===== src/rtl/spi_port_pkg.sv =====
package spi_port_pkg;
  localparam int DATA_W = 16;
  localparam int DIV_W  = 8;
  localparam int LEN_W  = 4;
  localparam int NB_W   = LEN_W + 1;
  localparam int HC_W   = LEN_W + 2;
  localparam int FMT_W  = DIV_W + LEN_W + 2;

  typedef struct packed {
    logic [DIV_W-1:0] div;
    logic             irq_en;
    logic             master;
    logic [LEN_W-1:0] len_code;
  } fmt_t;
endpackage


===== src/rtl/spi_port_sync.sv =====
module spi_port_sync #(
  parameter int   STAGES  = 2,
  parameter logic RST_VAL = 1'b0
) (
  input  logic clk,
  input  logic rst_n,
  input  logic d,
  output logic q
);
  logic [STAGES-1:0] pipe;

  always_ff @(posedge clk or negedge rst_n) begin
    if (!rst_n) pipe <= {STAGES{RST_VAL}};
    else        pipe <= {pipe[STAGES-2:0], d};
  end

  assign q = pipe[STAGES-1];
endmodule


===== src/rtl/spi_port_baud.sv =====
module spi_port_baud #(
  parameter int W = 8
) (
  input  logic         clk,
  input  logic         rst_n,
  input  logic         run,
  input  logic [W-1:0] div,
  output logic         tick
);
  logic [W-1:0] cnt;

  always_ff @(posedge clk or negedge rst_n) begin
    if (!rst_n)          cnt <= '0;
    else if (!run)       cnt <= '0;
    else if (cnt == div) cnt <= '0;
    else                 cnt <= cnt + 1'b1;
  end

  assign tick = run && (cnt == div);
endmodule


===== src/rtl/spi_port_engine.sv =====
module spi_port_engine
  import spi_port_pkg::*;
#(
  parameter int SYNC_STAGES = 2
) (
  input  logic              clk,
  input  logic              rst_n,
  input  logic [LEN_W-1:0]  len_code,
  input  logic              master,
  input  logic [DIV_W-1:0]  div,
  input  logic              load_tx,
  input  logic [DATA_W-1:0] tx_word,
  output logic              busy,
  output logic              word_valid,
  output logic [DATA_W-1:0] word,
  output logic              sclk_o,
  output logic              cs_n_o,
  output logic              mosi_o,
  output logic              miso_o,
  input  logic              sclk_i,
  input  logic              cs_n_i,
  input  logic              mosi_i,
  input  logic              miso_i
);
  // pin synchronisers: index 0 sclk, 1 cs_n, 2 mosi
  localparam logic [2:0] SYNC_RST = 3'b010;
  logic [2:0] pin_raw, pin_s;
  assign pin_raw = {mosi_i, cs_n_i, sclk_i};

  for (genvar g = 0; g < 3; g++) begin : g_sync
    spi_port_sync #(.STAGES(SYNC_STAGES), .RST_VAL(SYNC_RST[g])) u_sync (
      .clk(clk), .rst_n(rst_n), .d(pin_raw[g]), .q(pin_s[g]));
  end

  logic [NB_W-1:0]   nbits, bcnt, bcnt_n;
  logic [HC_W-1:0]   hc, hn, last_fall, end_hc;
  logic [DATA_W-1:0] sreg, txhold, mask;
  logic              m_run, s_act, rbit, sclk_p, cs_p, tick;
  logic              s_rise, s_fall, cs_fall, start;

  always_comb begin
    nbits = (len_code == '0) ? NB_W'(2) : {1'b0, len_code} + 1'b1;
    for (int i = 0; i < DATA_W; i++) mask[i] = (i < int'(nbits));
  end

  assign last_fall = {nbits, 1'b0};
  assign end_hc    = last_fall + HC_W'(2);
  assign hn        = hc + 1'b1;
  assign bcnt_n    = bcnt + 1'b1;
  assign s_rise    = pin_s[0] && !sclk_p;
  assign s_fall    = !pin_s[0] && sclk_p;
  assign cs_fall   = !pin_s[1] && cs_p;
  assign start     = load_tx && master;
  assign busy      = m_run || s_act;
  assign mosi_o    = sreg[DATA_W-1];
  assign miso_o    = sreg[DATA_W-1];

  spi_port_baud #(.W(DIV_W)) u_baud (
    .clk(clk), .rst_n(rst_n), .run(m_run), .div(div), .tick(tick));

  always_ff @(posedge clk or negedge rst_n) begin
    if (!rst_n) begin
      m_run <= 1'b0; hc <= '0; sclk_o <= 1'b0; cs_n_o <= 1'b1;
      sreg <= '0; txhold <= '0; rbit <= 1'b0; s_act <= 1'b0; bcnt <= '0;
      word_valid <= 1'b0; word <= '0; sclk_p <= 1'b0; cs_p <= 1'b1;
    end else begin
      word_valid <= 1'b0;
      sclk_p     <= pin_s[0];
      cs_p       <= pin_s[1];
      if (load_tx) txhold <= tx_word;
      if (master) begin
        s_act <= 1'b0;
        if (start) begin
          m_run <= 1'b1; hc <= '0; cs_n_o <= 1'b0; sclk_o <= 1'b0;
          sreg  <= tx_word;
        end else if (m_run && tick) begin
          hc <= hn;
          if (hn == end_hc) begin
            m_run <= 1'b0; cs_n_o <= 1'b1;
            word_valid <= 1'b1; word <= sreg & mask;
          end else if (hn <= last_fall) begin
            if (hn[0]) begin
              sclk_o <= 1'b1; rbit <= miso_i;
            end else begin
              sclk_o <= 1'b0; sreg <= {sreg[DATA_W-2:0], rbit};
            end
          end
        end
      end else begin
        if (pin_s[1]) begin
          s_act <= 1'b0;
        end else if (cs_fall) begin
          s_act <= 1'b1; bcnt <= '0; sreg <= txhold;
        end else if (s_act) begin
          if (s_rise) begin
            rbit <= pin_s[2];
            bcnt <= bcnt_n;
            if (bcnt_n == nbits) begin
              word_valid <= 1'b1;
              word <= {sreg[DATA_W-2:0], pin_s[2]} & mask;
            end
          end else if (s_fall) begin
            sreg <= {sreg[DATA_W-2:0], rbit};
          end
        end
      end
    end
  end
endmodule


===== src/rtl/spi_port_rxbuf.sv =====
module spi_port_rxbuf #(
  parameter int W = 16
) (
  input  logic         clk,
  input  logic         rst_n,
  input  logic         word_valid,
  input  logic [W-1:0] word,
  input  logic         rd,
  input  logic         irq_en,
  output logic         full,
  output logic         ovr,
  output logic [W-1:0] data,
  output logic         irq
);
  logic pop;
  assign pop = rd && full;

  always_ff @(posedge clk or negedge rst_n) begin
    if (!rst_n) begin
      full <= 1'b0; ovr <= 1'b0; data <= '0;
    end else begin
      if (word_valid && (!full || pop)) begin
        data <= word; full <= 1'b1;
      end else if (pop) begin
        full <= 1'b0;
      end
      if (word_valid && full && !pop) ovr <= 1'b1;
      else if (pop)                   ovr <= 1'b0;
    end
  end

  assign irq = full && irq_en;
endmodule


===== src/rtl/spi_port.sv =====
module spi_port
  import spi_port_pkg::*;
#(
  parameter int SYNC_STAGES = 2
) (
  input  logic              clk,
  input  logic              rst_n,
  input  logic              fmt_wr,
  input  logic [FMT_W-1:0]  fmt_data,
  input  logic              tx_valid,
  output logic              tx_ready,
  input  logic [DATA_W-1:0] tx_data,
  output logic              rx_valid,
  input  logic              rx_ready,
  output logic [DATA_W-1:0] rx_data,
  output logic              rx_overrun,
  output logic              irq,
  output logic              sclk_o,
  input  logic              sclk_i,
  output logic              cs_n_o,
  input  logic              cs_n_i,
  output logic              mosi_o,
  input  logic              mosi_i,
  output logic              miso_o,
  input  logic              miso_i
);
  fmt_t              fmt_q;
  logic              busy, eng_word_valid, is_master;
  logic [DATA_W-1:0] eng_word;

  always_ff @(posedge clk or negedge rst_n) begin
    if (!rst_n)              fmt_q <= '0;
    else if (fmt_wr && !busy) fmt_q <= fmt_t'(fmt_data);
  end

  assign is_master = fmt_q.master;
  assign tx_ready  = !busy;

  spi_port_engine #(.SYNC_STAGES(SYNC_STAGES)) u_eng (
    .clk(clk), .rst_n(rst_n),
    .len_code(fmt_q.len_code), .master(fmt_q.master), .div(fmt_q.div),
    .load_tx(tx_valid && tx_ready), .tx_word(tx_data),
    .busy(busy), .word_valid(eng_word_valid), .word(eng_word),
    .sclk_o(sclk_o), .cs_n_o(cs_n_o), .mosi_o(mosi_o), .miso_o(miso_o),
    .sclk_i(sclk_i), .cs_n_i(cs_n_i), .mosi_i(mosi_i), .miso_i(miso_i));

  spi_port_rxbuf #(.W(DATA_W)) u_rx (
    .clk(clk), .rst_n(rst_n),
    .word_valid(eng_word_valid), .word(eng_word),
    .rd(rx_ready), .irq_en(fmt_q.irq_en),
    .full(rx_valid), .ovr(rx_overrun), .data(rx_data), .irq(irq));
endmodule


===== config.mk =====
export PLATFORM = sky130hd
export DESIGN_NAME = spi_port
export DESIGN_NICKNAME = d
export VERILOG_FILES = /design/src/rtl/spi_port_pkg.sv /design/src/rtl/spi_port_sync.sv /design/src/rtl/spi_port_baud.sv /design/src/rtl/spi_port_engine.sv /design/src/rtl/spi_port_rxbuf.sv /design/src/rtl/spi_port.sv
export SDC_FILE = /design/constraint.sdc
export NUM_CORES = 1
export LEC_CHECK = 0
export ABC_AREA = 1
export ABC_CLOCK_PERIOD_IN_PS = 4650
export CORE_MARGIN = 1.5
export CORE_UTILIZATION = 40
export CTS_CLUSTER_SIZE = 8
export DETAILED_ROUTE_END_ITERATION = 16
export PLACE_DENSITY = 0.6
export REMOVE_ABC_BUFFERS = 1
export SLEW_MARGIN = 20
export SYNTH_ARGS = -nofsm -noshare
export SYNTH_HDL_FRONTEND = slang
export SYNTH_SLANG_ARGS = --single-unit

===== constraint.sdc =====
create_clock -name clk -period 4.65 [get_ports clk]
set_input_delay 0.6975 -clock clk [delete_from_list [all_inputs] [get_ports clk]]
set_output_delay 0.6975 -clock clk [all_outputs]
set_load 0.005 [all_outputs]

Yosys cells after proc, flatten, opt, wreduce, memory -nomap -nowiden:

Cells that the tools add are included.

* register bits after elaboration: 113
* bits in latches: 0
* bits in writable memories: 0
* memory bits (read-only): 0
* input port bits: 39
* output and inout bits: 24
* logic and storage cells: 173
* memories kept: 0

* add/sub/neg operators: 5
* $mul: 0
* divide/modulo/power cells: 0
* magnitude comparators: 17
* equal/unequal tests: 17
* shift-type cells: 0
* mux-type cells: 64
* bitwise gates (word level): 4
* reductions and logical operators: 42

Operators with widths (number)
* $mux 16: 20
* $lt 4x5->1 const A: 8
* $mux 1: 36
* $and 16x16->16: 2
* $lt 3x5->1 const A: 4
* $mux 5: 4
* $reduce_bool 2->1: 10
* $mux 8: 2
* $reduce_and 8->1: 2
* $logic_and 1x1->1: 13
* $mux 6: 2
* $lt 1x5->1 const A: 2
* $lt 2x5->1 const A: 2
* $ne 2x1->1 const B: 5
* $reduce_and 9->1: 1
* $reduce_bool 3->1: 3
* $add 8x1->8 const B: 1
* $eq 8x8->1: 1
* $ne 2x2->1 const B: 4
* $reduce_and 4->1: 2
* $add 6x1->6 const B: 1
* $add 6x2->6 const B: 1
* $eq 6x6->1: 1
* $le 6x6->1: 1
* 12 further kinds: 21

Depth between registers and ports, before layout:

* depth after elaboration: 10
* depth in mapped cells: 19
* mapped depth without buffers: 18

Modules after synthesis:

Synthesis repeated with hierarchy kept, for this count alone.

* cell total of the unflattened synthesis: 766
* area, all modules: 6336.1 sq um

Modules (own cells, without submodules)
* spi_port_engine: instances 1, cells an instance 544, area an instance 4330.4 sq um, sequential area each 1679.1 sq um
* spi_port_rxbuf: instances 1, cells an instance 82, area an instance 769.5 sq um, sequential area each 450.4 sq um
* spi_port: instances 1, cells an instance 63, area an instance 566.8 sq um, sequential area each 350.3 sq um
* spi_port_baud: instances 1, cells an instance 71, area an instance 516.7 sq um, sequential area each 200.2 sq um
* spi_port_sync at u_eng.g_sync[0].u_sync ...: instances 2, cells an instance 2, area an instance 50.0 sq um, sequential area each 50.0 sq um
* spi_port_sync at u_eng.g_sync[1].u_sync: instances 1, cells an instance 2, area an instance 52.6 sq um, sequential area each 52.6 sq um

Worst setup path after synthesis:

No wires, ideal clock.

* path kind: register -> register
* from: reg fmt_q[0] in the netlist's numbering
* to: reg u_eng.word[5]
* setup time: 0.117 ns
* arrival time: 2.301 ns
* required time: 4.533 ns
* path slack: 2.232 ns
* cell stages (with the launch flop): 18
* buffers on the path: 1
* period minus slack after synthesis: 2.418 ns
* cell sequence: dfrtp_1 -> inv_1 -> ha_1 -> nand3_4 -> nand2_2 -> inv_1 -> ha_1 -> nor2_1 -> o21ai_0 -> nor2_1 -> nand3_1 -> nor2_4 -> nand3_1 -> nand2_1 -> nand2_1 -> buf_4 -> nand2_1 -> nand2_1

* longest elaborated chain between the ends: 10
* elaborated cells between the ends (all ways): 21
* classes of those cells: 2 x add/sub; 1 x order compare; 3 x eq/ne; 10 x mux; 2 x bitwise; 3 x reduce/logical

RTL lines
* from (decl): line spi_port.sv:27 `fmt_t fmt_q;`
* from (signal assigned): line spi_port.sv:33 `else if (fmt_wr && !busy) fmt_q <= fmt_t'(fmt_data);`
* $add 4x1->5 or $logic_not 4->1 (tied branches): line spi_port_engine.sv:42 `nbits = (len_code == '0) ? NB_W'(2) : {1'b0, len_code} + 1'b1;`
* $mux 5 (*): line spi_port_engine.sv:42
* $lt 3x5->1: line spi_port_engine.sv:43 `for (int i = 0; i < DATA_W; i++) mask[i] = (i < int'(nbits));`
* $and 16x16->16: line spi_port_engine.sv:100 `word <= {sreg[DATA_W-2:0], pin_s[2]} & mask;`
* $mux 16: line spi_port_engine.sv:98 `if (bcnt_n == nbits) begin`
* $mux 16: line spi_port_engine.sv:95 `if (s_rise) begin`
* $mux 16: line spi_port_engine.sv:94 `end else if (s_act) begin`
* $mux 16: line spi_port_engine.sv:92 `end else if (cs_fall) begin`
* $mux 16: line spi_port_engine.sv:90 `if (pin_s[1]) begin`
* $mux 16: line spi_port_engine.sv:71 `if (master) begin`
* to (signal assigned): line spi_port_engine.sv:100
* to (decl): line spi_port_engine.sv:15 `output logic [DATA_W-1:0] word,`

Every way passes the cells marked *; elsewhere a longest branch is shown, timed or not. The select of a mux whose other input is x is not followed.
A chain may end at the register's enable or synchronous reset.

Worst setup path after layout:

* from: reg fmt_q, in the netlist is_master
* to: reg u_eng.hc[2]

* longest elaborated chain between the ends: 3
* elaborated cells between the ends (all ways): 4
* classes of those cells: 1 x mux; 3 x reduce/logical

RTL lines
* $logic_and 1x1->1: line spi_port_engine.sv:53 `assign start = load_tx && master;`
* $reduce_bool 2->1 (no source line)
* $reduce_and 2->1 (no source line)
* to (signal assigned): line spi_port_engine.sv:77 `hc <= hn;`
* to (decl): line spi_port_engine.sv:36 `logic [HC_W-1:0] hc, hn, last_fall, end_hc;`

Several ways; a longest one is shown, not always the timed one.

==> impl_results.md <==
- Status: complete, no violations
- Sequential group share of total power: 0.359
- Cts repair resizes: 0
- # rows: 43
- Number of global-route vias before repair: 4590
- Fmax: 359.6 MHz
- Gp weighted congestion: 0.8519
- Synth Flop Type: dfrtp_1
- Crit path kind: reg2reg
- Initial core utilization: 0.4125
- Worst hold slack: 246.6 ps
- Num CTS Buffers: 17
- Die area: 15160 um^2
- #FFs+latches synth: 113
- Vias post-DR: 4766
- CP Buf/Inv Count: 3
- Layout Nets: 782
- Global-route wire length before repair: 22410 um
- Via-to-Cell Ratio: 5.141
- Diode count: 0
- Final hold violation count: 0
- Maximum buffer depth of the clock tree: 2
- # port buffers: 62
- Hold Buf Count CTS: 0
- Floorplan core area: 13990 um^2
- Post-DP HPWL: 9355 um
- WP data required: 4940 ps
- Peak per-stage delay on the critical path: 850 ps
- Share of layout cells above drive strength 1: 0.1205
- Iter 0 DRT Violations: 378
- Slew margin rel.: 0.3932
- Antenna Nets Post-Route: 0
- Worst-Margin Slew: 909.2 ps
- Fin crit share: 0.5980
- YS warnings: 0
- Grt ovf: 0
- Worst setup SP type: register
- Switching share of total power: 0.3916
- CTS Root Cell: clkbuf_16
- Power share of the clock group: 0.285
- Largest net degree at the start of global routing: 41
- Setup TNS: 0 ps
- Post-Synthesis Cells: 673
- CTS tree: yes
- Slew Viols, Final: 0
- Worst-path clk slew: 50 ps
- Period minus WS final: 2781 ps
- Number of synthesized flops with an enable pin: 0
- PwrDens: 601.3 nW/um^2
- Pre-Repair DR Iteration Count: 5
- # clock sinks: 113
- LEAKAGE: 3.471 nW
- Highest net fanout along the worst path: 26
- Internal power: 2.588 mW
- Antenna violations before repair: 0
- Drt total wl: 13110 um
- Worst min path class: in2async
- Die X: 123.1 um
- DRC: 0
- Switch Pwr: 1.666 mW
- Crit-path cells: inv_1 -> nor2_1 -> clkinv_1 -> nand2_1 -> inv_1 -> nand2_1 -> o21ai_0
- MaxCap Viol Count: 0
- Avg Inst Size Synth: 8.574 um^2
- Async S/R FF share, synth: 1.000
- Fillcell total: 1328
- CP top delay family: simple AND/OR/NAND/NOR gates
- Global Route Usage Sum: 0.1935
- Worst path slowest cell: dfrtp_1
- Peak VDD IR: 282.4 uV
- Area grow syn2layout: 22.61%
- DIE HEIGHT: 123.1 um
- Setup repair bufs after CTS: 0
- WP data arrival: 3070 ps
- CTS H-tree depth: 4
- Clk_skew: 5.009 ps
- Seq/Total Area, Yosys: 0.4909
- Comb power frac: 0.356
- Critical path endpoint category: register
- Mapped cell area: 5771 um^2
- RSZ-0062 raised after global routing: false
- Clock latency on the worst-skew pair: 420 ps
- Boundary pin count: 63
- WL/cell: 14.14 um
- Post-synth cell types: 45
- Final setup fails: 0
==> worst paths after layout <==
path | from | end | slack [ps] | cells past startpoint
min in group clk | u_eng.g_sync[0].u_sync.pipe[0] | u_eng.g_sync[0].u_sync.pipe[1] | 350 | 0
hold / removal | rst_n | fmt_q[7] | 250 | 1
max in group asynchronous | rst_n | u_eng.g_sync[1].u_sync.pipe[1] | 3500 | 2
setup / recovery | is_master | u_eng.hc[2] | 1870 | 7
hold reg to reg | u_eng.g_sync[0].u_sync.pipe[0] | u_eng.g_sync[0].u_sync.pipe[1] | 350 | 0
setup reg to reg | is_master | u_eng.hc[2] | 1870 | 7
==> sequential cells by signal (all words and copies together) (netlist names) <==
name                      cells
u_rx.full                     1
u_eng.sclk_p                  1
is_master                     1
u_eng.s_act                   1
u_eng.g_sync.u_sync.pipe      6
u_rx.ovr                      1
u_eng.word_valid              1
u_eng.cs_p                    1
u_eng.u_baud.cnt              8
fmt_q                        13
u_eng.sreg                   16
u_eng.word                   16
u_eng.cs_n_o                  1
u_eng.hc                      6
u_rx.data                    16
u_eng.sclk_o                  1
u_eng.bcnt                    5
u_eng.txhold                 16
u_eng.rbit                    1
u_eng.m_run                   1
==> cell families after synthesis <==
| kind of cell | Yosys count | synth area share |
|---|---|---|
| xor gates and xnor gates | 19 | 0.02884 |
| muxes | 25 | 0.04857 |
| AOI/OAI and AO/OA | 78 | 0.08717 |
| buffers and inverters | 94 | 0.06635 |
| adders and majority gates | 9 | 0.01951 |
| and+or+nand+nor | 335 | 0.2587 |
| DFF | 113 | 0.4909 |
==> cells in the mapped netlist, types with 2 or more instances <==
library cell	number	area, um^2
a21oi_1	15	75.07
a221oi_1	6	52.55
a22o_1	2	17.52
buf_2	3	15.01
buf_4	2	15.01
buf_6	2	22.52
clkbuf_1	14	52.55
clkinv_1	2	7.510
dfrtp_1	109	2728
dfstp_2	4	105.1
ha_1	9	112.6
inv_1	65	244.0
inv_2	4	15.01
mux2_2	24	270.3
nand2_1	190	713.2
nand2_2	6	37.54
nand2_4	4	45.04
nand3_1	60	300.3
nand3_4	2	35.03
nand3b_1	3	22.52
nand4_1	7	43.79
nor2_1	42	157.7
nor2_2	3	18.77
nor2_4	3	33.78
nor3_1	8	40.04
nor4_1	2	12.51
o21ai_0	30	150.1
o221ai_1	16	140.1
o22ai_1	2	12.51
or2_2	2	12.51
xnor2_1	6	52.55
xor2_1	13	113.9
==> metal layers <==
layer / global-route usage / wire length (um) / vias to the layer above
met4: 0.08405 / 247 / 0
li1: - / - / 2358
met2: 0.2837 / 5852 / 146
met3: 0.04382 / 699 / 23
met5: 0 / 0 / -
met1: 0.2744 / 6312 / 2239
==> worst reg2reg max path, stage by stage, from the launching register on <==
cell,delay [ps]
dfrtp_1,850
inv_1,130
nor2_1,400
clkinv_1,590
nand2_1,400
inv_1,130
nand2_1,70
o21ai_0,80
==> layout by cell type (no fill, tap or decap), drive strengths merged, types with 8 or more instances in the layout <==
cell type,netlist,final
inv,69,70
clkdlybuf4s50,0,61
nor3,8,8
mux2,24,24
xor2,13,13
ha,9,9
nand2,200,200
clkbuf,15,18
nor2,48,48
o21ai,31,31
dfrtp,109,109
nand3,62,62
clkinv,2,10
a21oi,16,16
o221ai,16,16
==> power groups by stage <==
stage | sequential (mW) | combinational, mW | clock (mW)
2_1_floorplan | 1.46 | 1.14 | 0
3_3_place_gp | 1.53 | 1.49 | 0
3_5_place_dp | 1.54 | 1.51 | 0
4_1_cts | 1.52 | 1.52 | 1.24
5_1_grt | 1.57 | 1.75 | 1.29
6_report | 1.53 | 1.52 | 1.21
==> final cells by class <==
cell class	instances	area, um^2	share of cell area
flip-flops and latches	113	2833	0.4004
multi-input cells	466	2555	0.3611
repair buffers	65	640.6	0.09054
clock buffers	18	439.2	0.06207
inverters	71	266.5	0.03767
well taps	180	225.2	0.03183
clock inverters	14	116.4	0.01645
==> through the flow <==
stage / worst slack, ps / total power, mW / instance area [um^2] / cells / utilization
4_1_cts: 1843 / 4.283 / 7076 / 927 / 0.5058
3_5_place_dp: 1660 / 3.044 / 6520 / 895 / 0.4661
2_1_floorplan: 2102 / 2.601 / 5654 / 650 / -
6_report: 1869 / 4.254 / 7076 / 927 / 0.5058
3_3_place_gp: 1711 / 3.012 / 6520 / 895 / 0.4661
5_1_grt: 1557 / 4.609 / 7076 / 927 / 0.5058
Note: power is estimated with default switching activity, not from simulation.
